## src/rtl/tdl_pkg.sv

```systemverilog
package tdl_pkg;
  parameter int TDL_BYTE_W  = 8;
  parameter int TDL_RUN_LEN = 5;
endpackage

```

## src/rtl/tdl_hold_slot.sv

```systemverilog
module tdl_hold_slot #(
  parameter int W = 8
) (
  input  logic         clk,
  input  logic         rst_n,
  input  logic         wr_valid,
  input  logic [W-1:0] wr_data,
  output logic         wr_ready,
  input  logic         take,
  output logic         pend_valid,
  output logic [W-1:0] pend_data
);
  assign wr_ready = !pend_valid;

  always_ff @(posedge clk) begin
    if (!rst_n) begin
      pend_valid <= 1'b0;
      pend_data  <= '0;
    end else if (wr_valid && wr_ready) begin
      pend_valid <= 1'b1;
      pend_data  <= wr_data;
    end else if (take) begin
      pend_valid <= 1'b0;
    end
  end

  // a held byte stays intact until the shifter takes it
  assert_hold_keep_R6: assert property (@(posedge clk) disable iff (!rst_n)
    (pend_valid && !take) |=> (pend_valid && $stable(pend_data)));
endmodule

```

## src/rtl/tdl_byte_shifter.sv

```systemverilog
module tdl_byte_shifter #(
  parameter int W = 8,
  localparam int IDX_W = (W > 1) ? $clog2(W) : 1
) (
  input  logic             clk,
  input  logic             rst_n,
  input  logic             data_fire,
  input  logic             pend_valid,
  input  logic [W-1:0]     pend_data,
  output logic             data_bit,
  output logic             take,
  output logic             byte_done,
  output logic [IDX_W-1:0] bit_idx
);
  localparam logic [IDX_W-1:0] LAST_IDX = IDX_W'(W - 1);

  logic [W-1:0] cur_byte;
  logic         at_first;
  logic         at_last;

  assign at_first  = (bit_idx == '0);
  assign at_last   = (bit_idx == LAST_IDX);
  assign data_bit  = (at_first && pend_valid) ? pend_data[0] : cur_byte[bit_idx];
  assign take      = data_fire && at_first && pend_valid;
  assign byte_done = data_fire && at_last;

  always_ff @(posedge clk) begin
    if (!rst_n) begin
      cur_byte <= '0;
      bit_idx  <= '0;
    end else begin
      if (take) cur_byte <= pend_data;
      if (data_fire) bit_idx <= at_last ? '0 : bit_idx + 1'b1;
    end
  end

  // the index returns to bit 0 after the last data bit
  assert_idx_wrap_R2: assert property (@(posedge clk) disable iff (!rst_n)
    byte_done |=> (bit_idx == '0));
  // each consumed data bit moves to the next position
  assert_idx_step_R1: assert property (@(posedge clk) disable iff (!rst_n)
    (data_fire && !at_last) |=> (bit_idx == $past(bit_idx) + 1'b1));
endmodule

```

## src/rtl/tdl_zero_stuffer.sv

```systemverilog
module tdl_zero_stuffer #(
  parameter int RUN = 5,
  localparam int CNT_W = $clog2(RUN + 1)
) (
  input  logic clk,
  input  logic rst_n,
  input  logic tx_req,
  input  logic stuff_en,
  input  logic data_bit,
  output logic tx_bit,
  output logic data_fire
);
  localparam logic [CNT_W-1:0] RUN_MAX = CNT_W'(RUN);

  logic [CNT_W-1:0] ones_run;
  logic             stuff_now;

  assign stuff_now = stuff_en && (ones_run == RUN_MAX);
  assign tx_bit    = stuff_now ? 1'b0 : data_bit;
  assign data_fire = tx_req && !stuff_now;

  always_ff @(posedge clk) begin
    if (!rst_n) begin
      ones_run <= '0;
    end else if (tx_req) begin
      if (stuff_now || !data_bit) ones_run <= '0;
      else if (ones_run != RUN_MAX) ones_run <= ones_run + 1'b1;
    end
  end

  // an inserted zero restarts the run
  assert_stuff_clear_R7: assert property (@(posedge clk) disable iff (!rst_n)
    (tx_req && stuff_now) |=> (ones_run == '0));
  // a 1 data bit extends the run whatever byte it belongs to
  assert_run_grow_R8: assert property (@(posedge clk) disable iff (!rst_n)
    (data_fire && data_bit && ones_run != RUN_MAX) |=> (ones_run == $past(ones_run) + 1'b1));
endmodule

```

## src/rtl/tdl_empty_flag.sv

```systemverilog
module tdl_empty_flag (
  input  logic clk,
  input  logic rst_n,
  input  logic byte_done,
  input  logic wr_fire,
  input  logic irq_en,
  output logic tx_empty,
  output logic irq_n
);
  always_ff @(posedge clk) begin
    if (!rst_n)         tx_empty <= 1'b1;
    else if (wr_fire)   tx_empty <= 1'b0;
    else if (byte_done) tx_empty <= 1'b1;
  end

  assign irq_n = !(tx_empty && irq_en);

  // completion sets the flag unless a write lands in the same cycle
  assert_empty_set_R3: assert property (@(posedge clk) disable iff (!rst_n)
    (byte_done && !wr_fire) |=> tx_empty);
  // an accepted write clears the flag
  assert_empty_clear_R3: assert property (@(posedge clk) disable iff (!rst_n)
    wr_fire |=> !tx_empty);
endmodule

```

## src/rtl/tdl_tx_inserter.sv

```systemverilog
module tdl_tx_inserter #(
  parameter int BYTE_W  = tdl_pkg::TDL_BYTE_W,
  parameter int RUN_LEN = tdl_pkg::TDL_RUN_LEN
) (
  input  logic              clk,
  input  logic              rst_n,
  input  logic              wr_valid,
  input  logic [BYTE_W-1:0] wr_data,
  output logic              wr_ready,
  input  logic              stuff_en,
  input  logic              irq_en,
  input  logic              tx_req,
  output logic              tx_bit,
  output logic              tx_empty,
  output logic              irq_n
);
  localparam int IDX_W = (BYTE_W > 1) ? $clog2(BYTE_W) : 1;

  logic              pend_valid;
  logic [BYTE_W-1:0] pend_data;
  logic              take;
  logic              data_bit;
  logic              data_fire;
  logic              byte_done;
  logic [IDX_W-1:0]  bit_idx;
  logic              wr_fire;

  assign wr_fire = wr_valid && wr_ready;

  tdl_hold_slot #(.W(BYTE_W)) u_slot (
    .clk(clk), .rst_n(rst_n), .wr_valid(wr_valid), .wr_data(wr_data),
    .wr_ready(wr_ready), .take(take), .pend_valid(pend_valid), .pend_data(pend_data)
  );

  tdl_byte_shifter #(.W(BYTE_W)) u_shift (
    .clk(clk), .rst_n(rst_n), .data_fire(data_fire), .pend_valid(pend_valid),
    .pend_data(pend_data), .data_bit(data_bit), .take(take),
    .byte_done(byte_done), .bit_idx(bit_idx)
  );

  tdl_zero_stuffer #(.RUN(RUN_LEN)) u_stuff (
    .clk(clk), .rst_n(rst_n), .tx_req(tx_req), .stuff_en(stuff_en),
    .data_bit(data_bit), .tx_bit(tx_bit), .data_fire(data_fire)
  );

  tdl_empty_flag u_flag (
    .clk(clk), .rst_n(rst_n), .byte_done(byte_done), .wr_fire(wr_fire),
    .irq_en(irq_en), .tx_empty(tx_empty), .irq_n(irq_n)
  );

  // a request that carries an inserted zero leaves the bit position alone
  assert_stuff_hold_R7: assert property (@(posedge clk) disable iff (!rst_n)
    (tx_req && !data_fire) |=> (bit_idx == $past(bit_idx)));
endmodule

```

## config.mk

```make
export PLATFORM = sky130hd
export DESIGN_NAME = tdl_tx_inserter
export DESIGN_NICKNAME = d
export VERILOG_FILES = /design/src/rtl/tdl_pkg.sv /design/src/rtl/tdl_hold_slot.sv /design/src/rtl/tdl_byte_shifter.sv /design/src/rtl/tdl_zero_stuffer.sv /design/src/rtl/tdl_empty_flag.sv /design/src/rtl/tdl_tx_inserter.sv
export SDC_FILE = /design/constraint.sdc
export NUM_CORES = 1
export LEC_CHECK = 0
export CAP_MARGIN = 20
export CORE_ASPECT_RATIO = 1.1
export CORE_UTILIZATION = 25
export DETAILED_ROUTE_END_ITERATION = 8
export DONT_BUFFER_PORTS = 1
export PLACE_DENSITY = 0.37
export SETUP_SLACK_MARGIN = 0.5
export SYNTH_ARGS = -nofsm -noshare
export SYNTH_HDL_FRONTEND = slang
export SYNTH_SLANG_ARGS = --single-unit
export TNS_END_PERCENT = 20
```

## constraint.sdc

```tcl
create_clock -name clk -period 1.5 [get_ports clk]
set_input_delay 0.075 -clock clk [delete_from_list [all_inputs] [get_ports clk]]
set_output_delay 0.075 -clock clk [all_outputs]
set_load 0.02 [all_outputs]
```

==> flow_metrics.env, run 1 <==
export IMPL_via_per_inst=4.45
export IMPL_gr_total_overflow=0
export IMPL_initial_core_util=0.261
export IMPL_fin_ws_ns=-0.189
export IMPL_area_growth_pct=44.6
export IMPL_start_kind="flop"
export IMPL_min_delay_path_class="in2reg"
export IMPL_synth_area_top_cells="dfxtp_1 43%, mux2i_1 8.1%, nand2_1 8.1%"
export IMPL_grt_max_degree=15
export IMPL_run_status="finished, violations left"
export IMPL_dp_worst_setup_slack_ns=-0.0823
export IMPL_antenna_left=0
export IMPL_wirelength_um=2570
export IMPL_netlist_area_mm2=0.00112
export IMPL_antenna_found_initial=0
export IMPL_vdd_ir_drop_worst_mv=0.316
export IMPL_slew_headroom=0.822
export IMPL_synth_fa_ha_area_frac=0.0559
export IMPL_yosysTopAreaCell="dfxtp_1"
export IMPL_wire_per_inst_um=12.4
export IMPL_path_class="reg2out"
export IMPL_maxCapViolCount=0
export IMPL_num_io_pins=18
export IMPL_drt_pass1_iter_count=3
export IMPL_grt_pass1_wl_um=4510
export IMPL_worst_slew_pin_slew_ns=0.266
export IMPL_htreeDepth=1
export IMPL_synthXorXnorAreaFrac=0
export IMPL_synth_seq_cells=24
export IMPL_clk_path_buf_depth=2
export IMPL_path_clk_slew_ns=0.08
export IMPL_path_max_fanout=4
export IMPL_cts_tree="yes"
export IMPL_power_per_cell_area_mw_per_mm2=902
export IMPL_drv_slew=0
export IMPL_synth_compound_area_frac=0.147
export IMPL_worstPathArrival_ns=1.61
export IMPL_yosys_warnings=0
export IMPL_violations="setup timing"
export IMPL_num_rows=25
export IMPL_fin_skew_ns=0.00169
export IMPL_dp_hpwl_um=1770
export IMPL_max_freq_mhz=592
export IMPL_end_kind="primary output"
export IMPL_yosys_area_top_type_share=0.430
export IMPL_clock_root_buffer="clkbuf_8"
export IMPL_grt_pass1_vias=990
export IMPL_grtUsageTotal=0.123
export IMPL_nFillCells=451
export IMPL_mostFrequentLayoutCells="22 x nand2_1, 20 x dfxtp_1, 13 x buf_4"
export IMPL_synth_net_count=145
export IMPL_die_x_um=65.8
export IMPL_final_area_mm2=0.00162
export IMPL_place_congestion=0.712
export IMPL_portBuffers=0
export IMPL_die_area_mm2=0.00475
export IMPL_syn_avg_cell_area_um2=8.88
export IMPL_setup_violations=4
export IMPL_layout_nets=174
export IMPL_required_ns=1.42
export IMPL_numCtsBuffers=3
export IMPL_power_leakage_nw=0.658
export IMPL_clock_latency_ns=0.26
export IMPL_min_period_over_period=1.13
export IMPL_synthCells=126
export IMPL_clock_sinks=24
export IMPL_layout_min_cycle_time_ns=1.69
export IMPL_diodes=0
export IMPL_r2r_slack_ns=-0.04
export IMPL_synth_cell_types=30
export IMPL_ys_seq_area_frac=0.430
export IMPL_synth_simple_area_share=0.206
export IMPL_drtIter0Drc=12
export IMPL_rsz0062_at_grt="true"
export IMPL_vias=926
export IMPL_layout_commonest_cell="nand2_1"
export IMPL_place_area_mm2=0.00131
export IMPL_synth_top_family_by_area="simple AND/OR/NAND/NOR gates"
export IMPL_synthMuxAreaShare=0.114
export IMPL_core_area_mm2=0.00429
export IMPL_drc=0
export IMPL_drive_above_1_share=0.344
export IMPL_die_h_um=72.2
export IMPL_hold_viol_final=0
export IMPL_p_total_mw=1.46
[power by group]
group | switching (mW) | internal [mW]
sequential | 0.0235 | 0.663
clock | 0.203 | 0.356
combinational | 0.102 | 0.111
total | 0.329 | 1.13
[kinds of logic (layout without fill, tap and decap cells)]
logic type      Yosys count  after routing
simple gates             49             49
compound gates           25             25
flops                    24             24
mux                      12             12
buf+inv                  11             39
fa+ha+maj                 5              5
[per-layer routing]
layer  GRT usage  vias up  wire [um]
met4      0.0435        0         16
met3      0.0204        2         51
met1       0.170      437       1280
met2       0.193        6       1220
met5           0        -          0
li1            -      481          -
[critical path, stage by stage (launching register included)]
cell and delay (ns):
dfxtp_4 0.37, buf_12 0.13, mux2_4 0.29, a22oi_2 0.21, a211oi_4 0.10, buf_4 0.14
buf_6 0.12
[worst paths after layout]
| check | startpoint | to | cells after the start |
|---|---|---|---|
| worst max-delay path | u_shift.bit_idx[1] | tx_bit | 6 |
| worst min-delay path | tx_req | u_flag.tx_empty | 2 |
| worst max register to register | u_shift.bit_idx[1] | u_stuff.ones_run[0] | 8 |
| worst min register to register | u_slot.pend_data[7] | u_slot.pend_data[7] | 2 |
[synth_stat cells, drive strengths merged]
cell,count
dfxtp,24
nand2,24
a21oi,14
mux2i,9
nor2,9
ha,5
inv,5
a31oi,3
buf,3
clkbuf,3
mux2,3
nand2b,3
nand3,3
nor2b,3
o21ai,3
a211oi,2
a21boi,2
a22oi,1
and3,1
and3b,1
nand3b,1
nand4,1
nand4b,1
nor3,1
or3,1
[cell type report]
cell class | count | area (um2) | area share
Clock buffer | 3 | 41.3 | 0.0255
Clock inverter | 1 | 30.0 | 0.0186
Inverter | 5 | 18.8 | 0.0116
Multi-Input combinational cell | 91 | 687 | 0.425
Sequential cell | 24 | 488 | 0.302
Tap cell | 54 | 67.6 | 0.0418
Timing Repair Buffer | 30 | 285 | 0.176
[per-stage QoR]
step / setup TNS, ns / util / cells / hold WS [ns]
floorplan: -0.811 / - / 126 / 0.155
global placement: -0.562 / 0.306 / 190 / 0.166
CTS: -0.357 / 0.375 / 208 / 0.00934
global route: -0.901 / 0.378 / 208 / 0.0153
detailed placement: -0.726 / 0.306 / 190 / 0.170
finish: -0.253 / 0.378 / 208 / 0.0126
[repair_timing]
item	in CTS	in global routing
hold buffers	10	0
hold endpoints to repair	16	0
pin swaps	11	6
setup buffers	3	0
endpoints found under the setup margin	27	26
resized for setup	27	2
gates cloned	1	0
[sequential cells by signal, summed over array words and instances, names as in the netlist]
name / count
u_shift.cur_byte: 8
u_flag.tx_empty: 1
u_slot.pend_data: 8
u_shift.bit_idx: 3
u_stuff.ones_run: 3
u_slot.pend_valid: 1
No activity file was read; power rests on OpenSTA's default activity.
==> run 2: changes to the inputs <==
--- a/config.mk
+++ b/config.mk
@@ -6,4 +6,5 @@
 export NUM_CORES = 1
 export LEC_CHECK = 0
+export ABC_AREA = 1
 export CAP_MARGIN = 20
 export CORE_ASPECT_RATIO = 1.1
@@ -11,5 +12,4 @@
 export DETAILED_ROUTE_END_ITERATION = 8
 export DONT_BUFFER_PORTS = 1
-export PLACE_DENSITY = 0.37
 export SETUP_SLACK_MARGIN = 0.5
 export SYNTH_ARGS = -nofsm -noshare
==> constraint.sdc (replaced) <==
create_clock -name clk -period 1.5 [get_ports clk]
set_input_delay 0.075 -clock clk [delete_from_list [all_inputs] [get_ports clk]]
set_output_delay 0.075 -clock clk [all_outputs]
set_load 0.05 [all_outputs]
==> flow_metrics.env, run 2 <==
export IMPL_run_status="finished, violations left"
export IMPL_violations="setup timing"
export IMPL_syn_avg_cell_area_um2=7.51
export IMPL_nFillCells=455
export IMPL_start_kind="flop"
export IMPL_synth_cell_types=20
export IMPL_regArea_um2=489
export IMPL_yosysTopAreaCell="dfxtp_1"
export IMPL_layout_nets=198
export IMPL_diodes=0
export IMPL_fin_ws_ns=-0.0138
export IMPL_grt_pass1_vias=967
export IMPL_area_growth_pct=43.9
export IMPL_netlist_area_mm2=0.00113
export IMPL_crit_family="flip-flops"
export IMPL_ys_seq_area_frac=0.424
export IMPL_clk_path_buf_depth=2
export IMPL_yosys_area_top_type_share=0.424
export IMPL_synth_area_top_cells="dfxtp_1 42%, nor2_1 9.9%, nand2_1 7.6%"
export IMPL_num_rows=25
export IMPL_synth_net_count=170
export IMPL_place_congestion=0.766
export IMPL_synth_ff_type="dfxtp_1"
export IMPL_synth_seq_cells=24
export IMPL_layout_commonest_cell="nor2_1"
export IMPL_htreeDepth=1
export IMPL_yosys_top_cells_count="30 x nor2_1, 24 x dfxtp_1, 23 x nand2_1, 12 x o21ai_0, 11 x inv_1"
export IMPL_die_h_um=72.6
export IMPL_mostFrequentLayoutCells="28 x nor2_1, 19 x dfxtp_1, 17 x nand2_1"
export IMPL_placed_cells_incl_taps=209
export IMPL_antenna_found_initial=0
export IMPL_num_io_pins=18
export IMPL_largestRegisters="u_shift.cur_byte x8, u_slot.pend_data x8"
export IMPL_worst_slew_pin_slew_ns=0.711
export IMPL_power_leakage_nw=0.705
export IMPL_grtUsageTotal=0.111
export IMPL_worstPathArrival_ns=1.44
export IMPL_hold_slack_ns=0.0175
export IMPL_met3_usage=0.0188
export IMPL_initial_core_util=0.263
export IMPL_portBuffers=0
export IMPL_die_x_um=66.2
export IMPL_drc=0
export IMPL_cts_tree="yes"
export IMPL_wirelength_um=2480
export IMPL_clock_sinks=24
export IMPL_use_met2=0.197
export IMPL_drtIter0Drc=14
export IMPL_busiest_layer="met2"
export IMPL_numCtsBuffers=3
export IMPL_die_area_mm2=0.00481
export IMPL_max_freq_mhz=661
export IMPL_antenna_left=0
export IMPL_layout_min_cycle_time_ns=1.51
export IMPL_place_area_mm2=0.00130
export IMPL_required_ns=1.42
export IMPL_via_per_inst=4.31
export IMPL_synthArstFlopShare=0
export IMPL_synthCells=151
export IMPL_p_total_mw=1.55
export IMPL_core_area_mm2=0.00432
export IMPL_drt_pass1_iter_count=4
export IMPL_min_period_over_period=1.01
export IMPL_synth_edf_count=0
export IMPL_max_stage_delay_ns=0.36
export IMPL_power_per_cell_area_mw_per_mm2=951
export IMPL_wire_per_inst_um=10.7
export IMPL_path_class="reg2out"
export IMPL_critPathBufInv=3
export IMPL_grt_pass1_wl_um=4130
export IMPL_end_kind="primary output"
export IMPL_critPathSlowestCell="dfxtp_2"
export IMPL_clock_root_buffer="clkbuf_8"
export IMPL_met1_usage=0.133
export IMPL_maxCapViolCount=0
export IMPL_gr_total_overflow=0
export IMPL_yosys_cell_count_top_type="nor2_1"
export IMPL_crit_chain="inv_4, ha_4, a21oi_2, nand3_2, nand3_4, nand2_4, inv_8, buf_12"
export IMPL_path_max_fanout=4
export IMPL_rsz0062_at_grt="true"
export IMPL_min_delay_path_class="in2reg"
export IMPL_clock_latency_ns=0.27
export IMPL_dp_hpwl_um=1650
export IMPL_drv_slew=0
export IMPL_slew_headroom=0.526
export IMPL_finalNonFillerCells=232
export IMPL_drive_above_1_share=0.393
export IMPL_setup_violations=1
export IMPL_final_area_mm2=0.00163
export IMPL_vdd_ir_drop_worst_mv=0.624
export IMPL_dp_worst_setup_slack_ns=0.106
export IMPL_multiInputGateArea_um2=682
export IMPL_grt_max_degree=22
export IMPL_fin_skew_ns=0.00254
export IMPL_path_clk_slew_ns=0.09
export IMPL_hold_viol_final=0
export IMPL_yosys_warnings=0
export IMPL_vias=999
-- run 2: cell types whose count changed in the layout (fill, tap and decap cells not counted), sizes merged, moves of 4 or more --
cell	previous run	this run
a21oi	14	10
inv	5	17
mux2i	9	0
nand2	24	29
nand3	3	10
nor2	9	32
o21ai	3	18
-- run 2: cell type report --
class	count	area share
timing repair buffer	27	0.156
sequential	24	0.300
clock buffer	4	0.0337
inverter	17	0.0514
multi-input combinational	106	0.418
tap	54	0.0414
-- run 2: stage by stage --
step / util / TNS, ns
after floorplan: - / 0
after global placement: 0.301 / 0
after detailed placement: 0.301 / 0
after CTS: 0.364 / -0.0000673
after global routing: 0.378 / -0.112
final: 0.378 / -0.0138
-- run 2: report_power, final --
part           leakage (nW)  internal, mW  switching, mW
Clock                0.0288         0.235          0.216
Combinational         0.477         0.173          0.206
Sequential            0.200         0.684         0.0376
-- run 2: final timing paths --
path	startpoint	end	slack, ns	cells past startpoint
max	u_shift.bit_idx[1]	tx_bit	-0.01	8
min reg2reg	u_shift.cur_byte[6]	u_shift.cur_byte[6]	0.46	2
max reg2reg	u_shift.bit_idx[1]	u_stuff.ones_run[1]	0.04	11
min	tx_req	u_stuff.ones_run[2]	0.02	4
-- run 2: worst reg2reg max path, delay by kind of cell (launching register included) --
kind	cells	cell delay [ns]
and+or+nand+nor	7	0.51
DFF	1	0.36
buffers and inverters	2	0.19
adders and majority gates	1	0.16
AOI/OAI and AO/OA	1	0.13
-- run 2: logic make-up after synthesis --
family	share of synthesized area
compound gates	0.130
xor+xnor	0.00773
buf+inv	0.0795
fa+ha+maj	0.0552
simple gates	0.304
flops	0.424
-- run 2: metal layers --
| layer | up-vias | share of wire |
|---|---|---|
| met5 | - | 0 |
| met4 | 0 | 0.015 |
| met3 | 4 | 0.020 |
| met2 | 14 | 0.51 |
| met1 | 450 | 0.45 |
| li1 | 531 | - |
-- run 2: timing repair --
action	in CTS	in global routing
pin swaps	11	16
endpoints found under the setup margin	26	26
endpoints found under the hold margin	23	0
buffers inserted	7	2
hold buffers	10	0
gates resized for setup	26	13
==> run 3: changes to the inputs <==
==> constraint.sdc (replaced) <==
create_clock -name clk -period 1.5 [get_ports clk]
set_input_delay 0.3 -clock clk [delete_from_list [all_inputs] [get_ports clk]]
set_output_delay 0.3 -clock clk [all_outputs]
set_load 0.05 [all_outputs]
==> flow_metrics.env, run 3 (synthesis results as in run 2) <==
export IMPL_clock_latency_ns=0.28
export IMPL_htreeDepth=1
export IMPL_critPathSlowestCell="dfxtp_4"
export IMPL_area_growth_pct=38.6
export IMPL_required_ns=1.20
export IMPL_placed_cells_incl_taps=207
export IMPL_wirelength_um=2700
export IMPL_min_delay_path_class="in2reg"
export IMPL_post_route_util=0.364
export IMPL_maxCapViolCount=0
export IMPL_clock_root_buffer="clkbuf_8"
export IMPL_worst_slew_pin_slew_ns=0.309
export IMPL_via_per_inst=4.47
export IMPL_dp_hpwl_um=1640
export IMPL_grt_pass1_wl_um=4490
export IMPL_grtUsageTotal=0.122
export IMPL_worstPathArrival_ns=1.38
export IMPL_path_class="reg2out"
export IMPL_mostFrequentLayoutCells="28 x nor2_1, 18 x nand2_1, 18 x dfxtp_1"
export IMPL_grt_max_degree=22
export IMPL_finalNonFillerCells=219
export IMPL_nFillCells=443
export IMPL_end_kind="primary output"
export IMPL_portBuffers=0
export IMPL_critPathBufInv=2
export IMPL_drt_pass1_iter_count=4
export IMPL_wire_per_inst_um=12.3
export IMPL_layout_min_cycle_time_ns=1.68
export IMPL_violations="setup timing"
export IMPL_max_freq_mhz=596
export IMPL_fin_ws_ns=-0.178
export IMPL_path_max_fanout=5
export IMPL_multiInputGateArea_um2=732
export IMPL_crit_chain="inv_6, ha_4, a21oi_4, nand3_2, nand3_4, nand2_4, inv_8"
export IMPL_fin_skew_ns=0.00607
export IMPL_clock_sinks=24
export IMPL_min_period_over_period=1.12
export IMPL_cts_tree="yes"
export IMPL_dp_worst_setup_slack_ns=0.0683
export IMPL_largestRegisters="u_shift.cur_byte x8, u_slot.pend_data x8"
export IMPL_core_area_mm2=0.00432
export IMPL_crit_family="flip-flops"
export IMPL_layout_nets=185
export IMPL_power_leakage_nw=0.657
export IMPL_place_congestion=0.752
export IMPL_path_clk_slew_ns=0.10
export IMPL_layout_commonest_cell="nor2_1"
export IMPL_diodes=0
export IMPL_die_area_mm2=0.00481
export IMPL_drive_above_1_share=0.412
export IMPL_drc=0
export IMPL_antenna_found_initial=0
export IMPL_initial_core_util=0.263
export IMPL_regArea_um2=495
export IMPL_die_x_um=66.2
export IMPL_die_h_um=72.6
export IMPL_antenna_left=0
export IMPL_setup_violations=1
export IMPL_clk_path_buf_depth=2
export IMPL_hold_viol_final=0
export IMPL_vdd_ir_drop_worst_mv=0.581
export IMPL_numCtsBuffers=3
export IMPL_ctsHoldBuffers=0
export IMPL_num_rows=25
export IMPL_vias=979
export IMPL_drtIter0Drc=24
export IMPL_grt_pass1_vias=944
export IMPL_gr_total_overflow=0
export IMPL_slew_headroom=0.794
export IMPL_max_stage_delay_ns=0.38
export IMPL_start_kind="flop"
export IMPL_num_io_pins=18
export IMPL_run_status="finished, violations left"
export IMPL_power_per_cell_area_mw_per_mm2=1060
export IMPL_drv_slew=0
export IMPL_rsz0062_at_grt="true"
-- run 3: cell count changes in the layout (fill, tap and decap cells not counted), moves of 2 or more --
cell / change
a21oi_2: -3
dlygate4sd3_1: -9
buf_4: -4
dfxtp_4: +2
a21oi_4: +2
o21ai_2: +2
nand2_2: -2
nand2_8: +2
-- run 3: path summary, 6_finish.rpt --
| check | cells past startpoint | slack, ns | endpoint | startpoint |
|---|---|---|---|---|
| setup / recovery | 7 | -0.18 | tx_bit | u_shift.bit_idx[0] |
| hold / removal | 1 | 0.08 | u_flag.tx_empty | rst_n |
| setup reg to reg | 11 | 0.04 | u_stuff.ones_run[1] | u_shift.bit_idx[0] |
| hold reg to reg | 2 | 0.46 | u_shift.cur_byte[6] | u_shift.cur_byte[6] |
-- run 3: what timing repair did --
action	in CTS	in global routing
resized for setup	39	10
pin swaps	15	11
buffers inserted	7	0
gates cloned	1	0
endpoints found under the setup margin	28	22
-- run 3: layer usage --
| layer | GRT usage | vias up | share of wire | wire length, um |
|---|---|---|---|---|
| met5 | 0 | - | 0 | 0 |
| met4 | 0.0426 | 0 | 0.021 | 57 |
| met1 | 0.163 | 445 | 0.47 | 1280 |
| met2 | 0.194 | 16 | 0.49 | 1310 |
| li1 | - | 512 | - | - |
| met3 | 0.0250 | 6 | 0.020 | 54 |
-- run 3: area by class of cell --
class	instances	share of cell area
Clock inverter	1	0.0191
Timing Repair Buffer	13	0.0740
Sequential cell	24	0.315
Tap cell	54	0.0430
Multi-Input combinational cell	107	0.466
Clock buffer	3	0.0263
Inverter	17	0.0565
-- run 3: stage by stage --
| stage | TNS, ns | area [um2] | total power [mW] | hold slack, ns |
|---|---|---|---|---|
| CTS | -0.139 | 1540 | 1.64 | 0.0855 |
| global route | -0.298 | 1570 | 1.72 | 0.0791 |
| detailed placement | 0 | 1280 | 0.990 | 0.376 |
| finish | -0.178 | 1570 | 1.67 | 0.0794 |
| global placement | 0 | 1280 | 0.985 | 0.373 |
| floorplan | 0 | 1190 | 0.948 | 0.423 |
-- run 3: report_power, final --
part	total (mW)	leakage, nW	switching (mW)	internal, mW
logic	0.337	0.421	0.193	0.144
clock network	0.595	0.0357	0.237	0.357
registers	0.737	0.200	0.0523	0.684
total	1.67	0.657	0.483	1.19
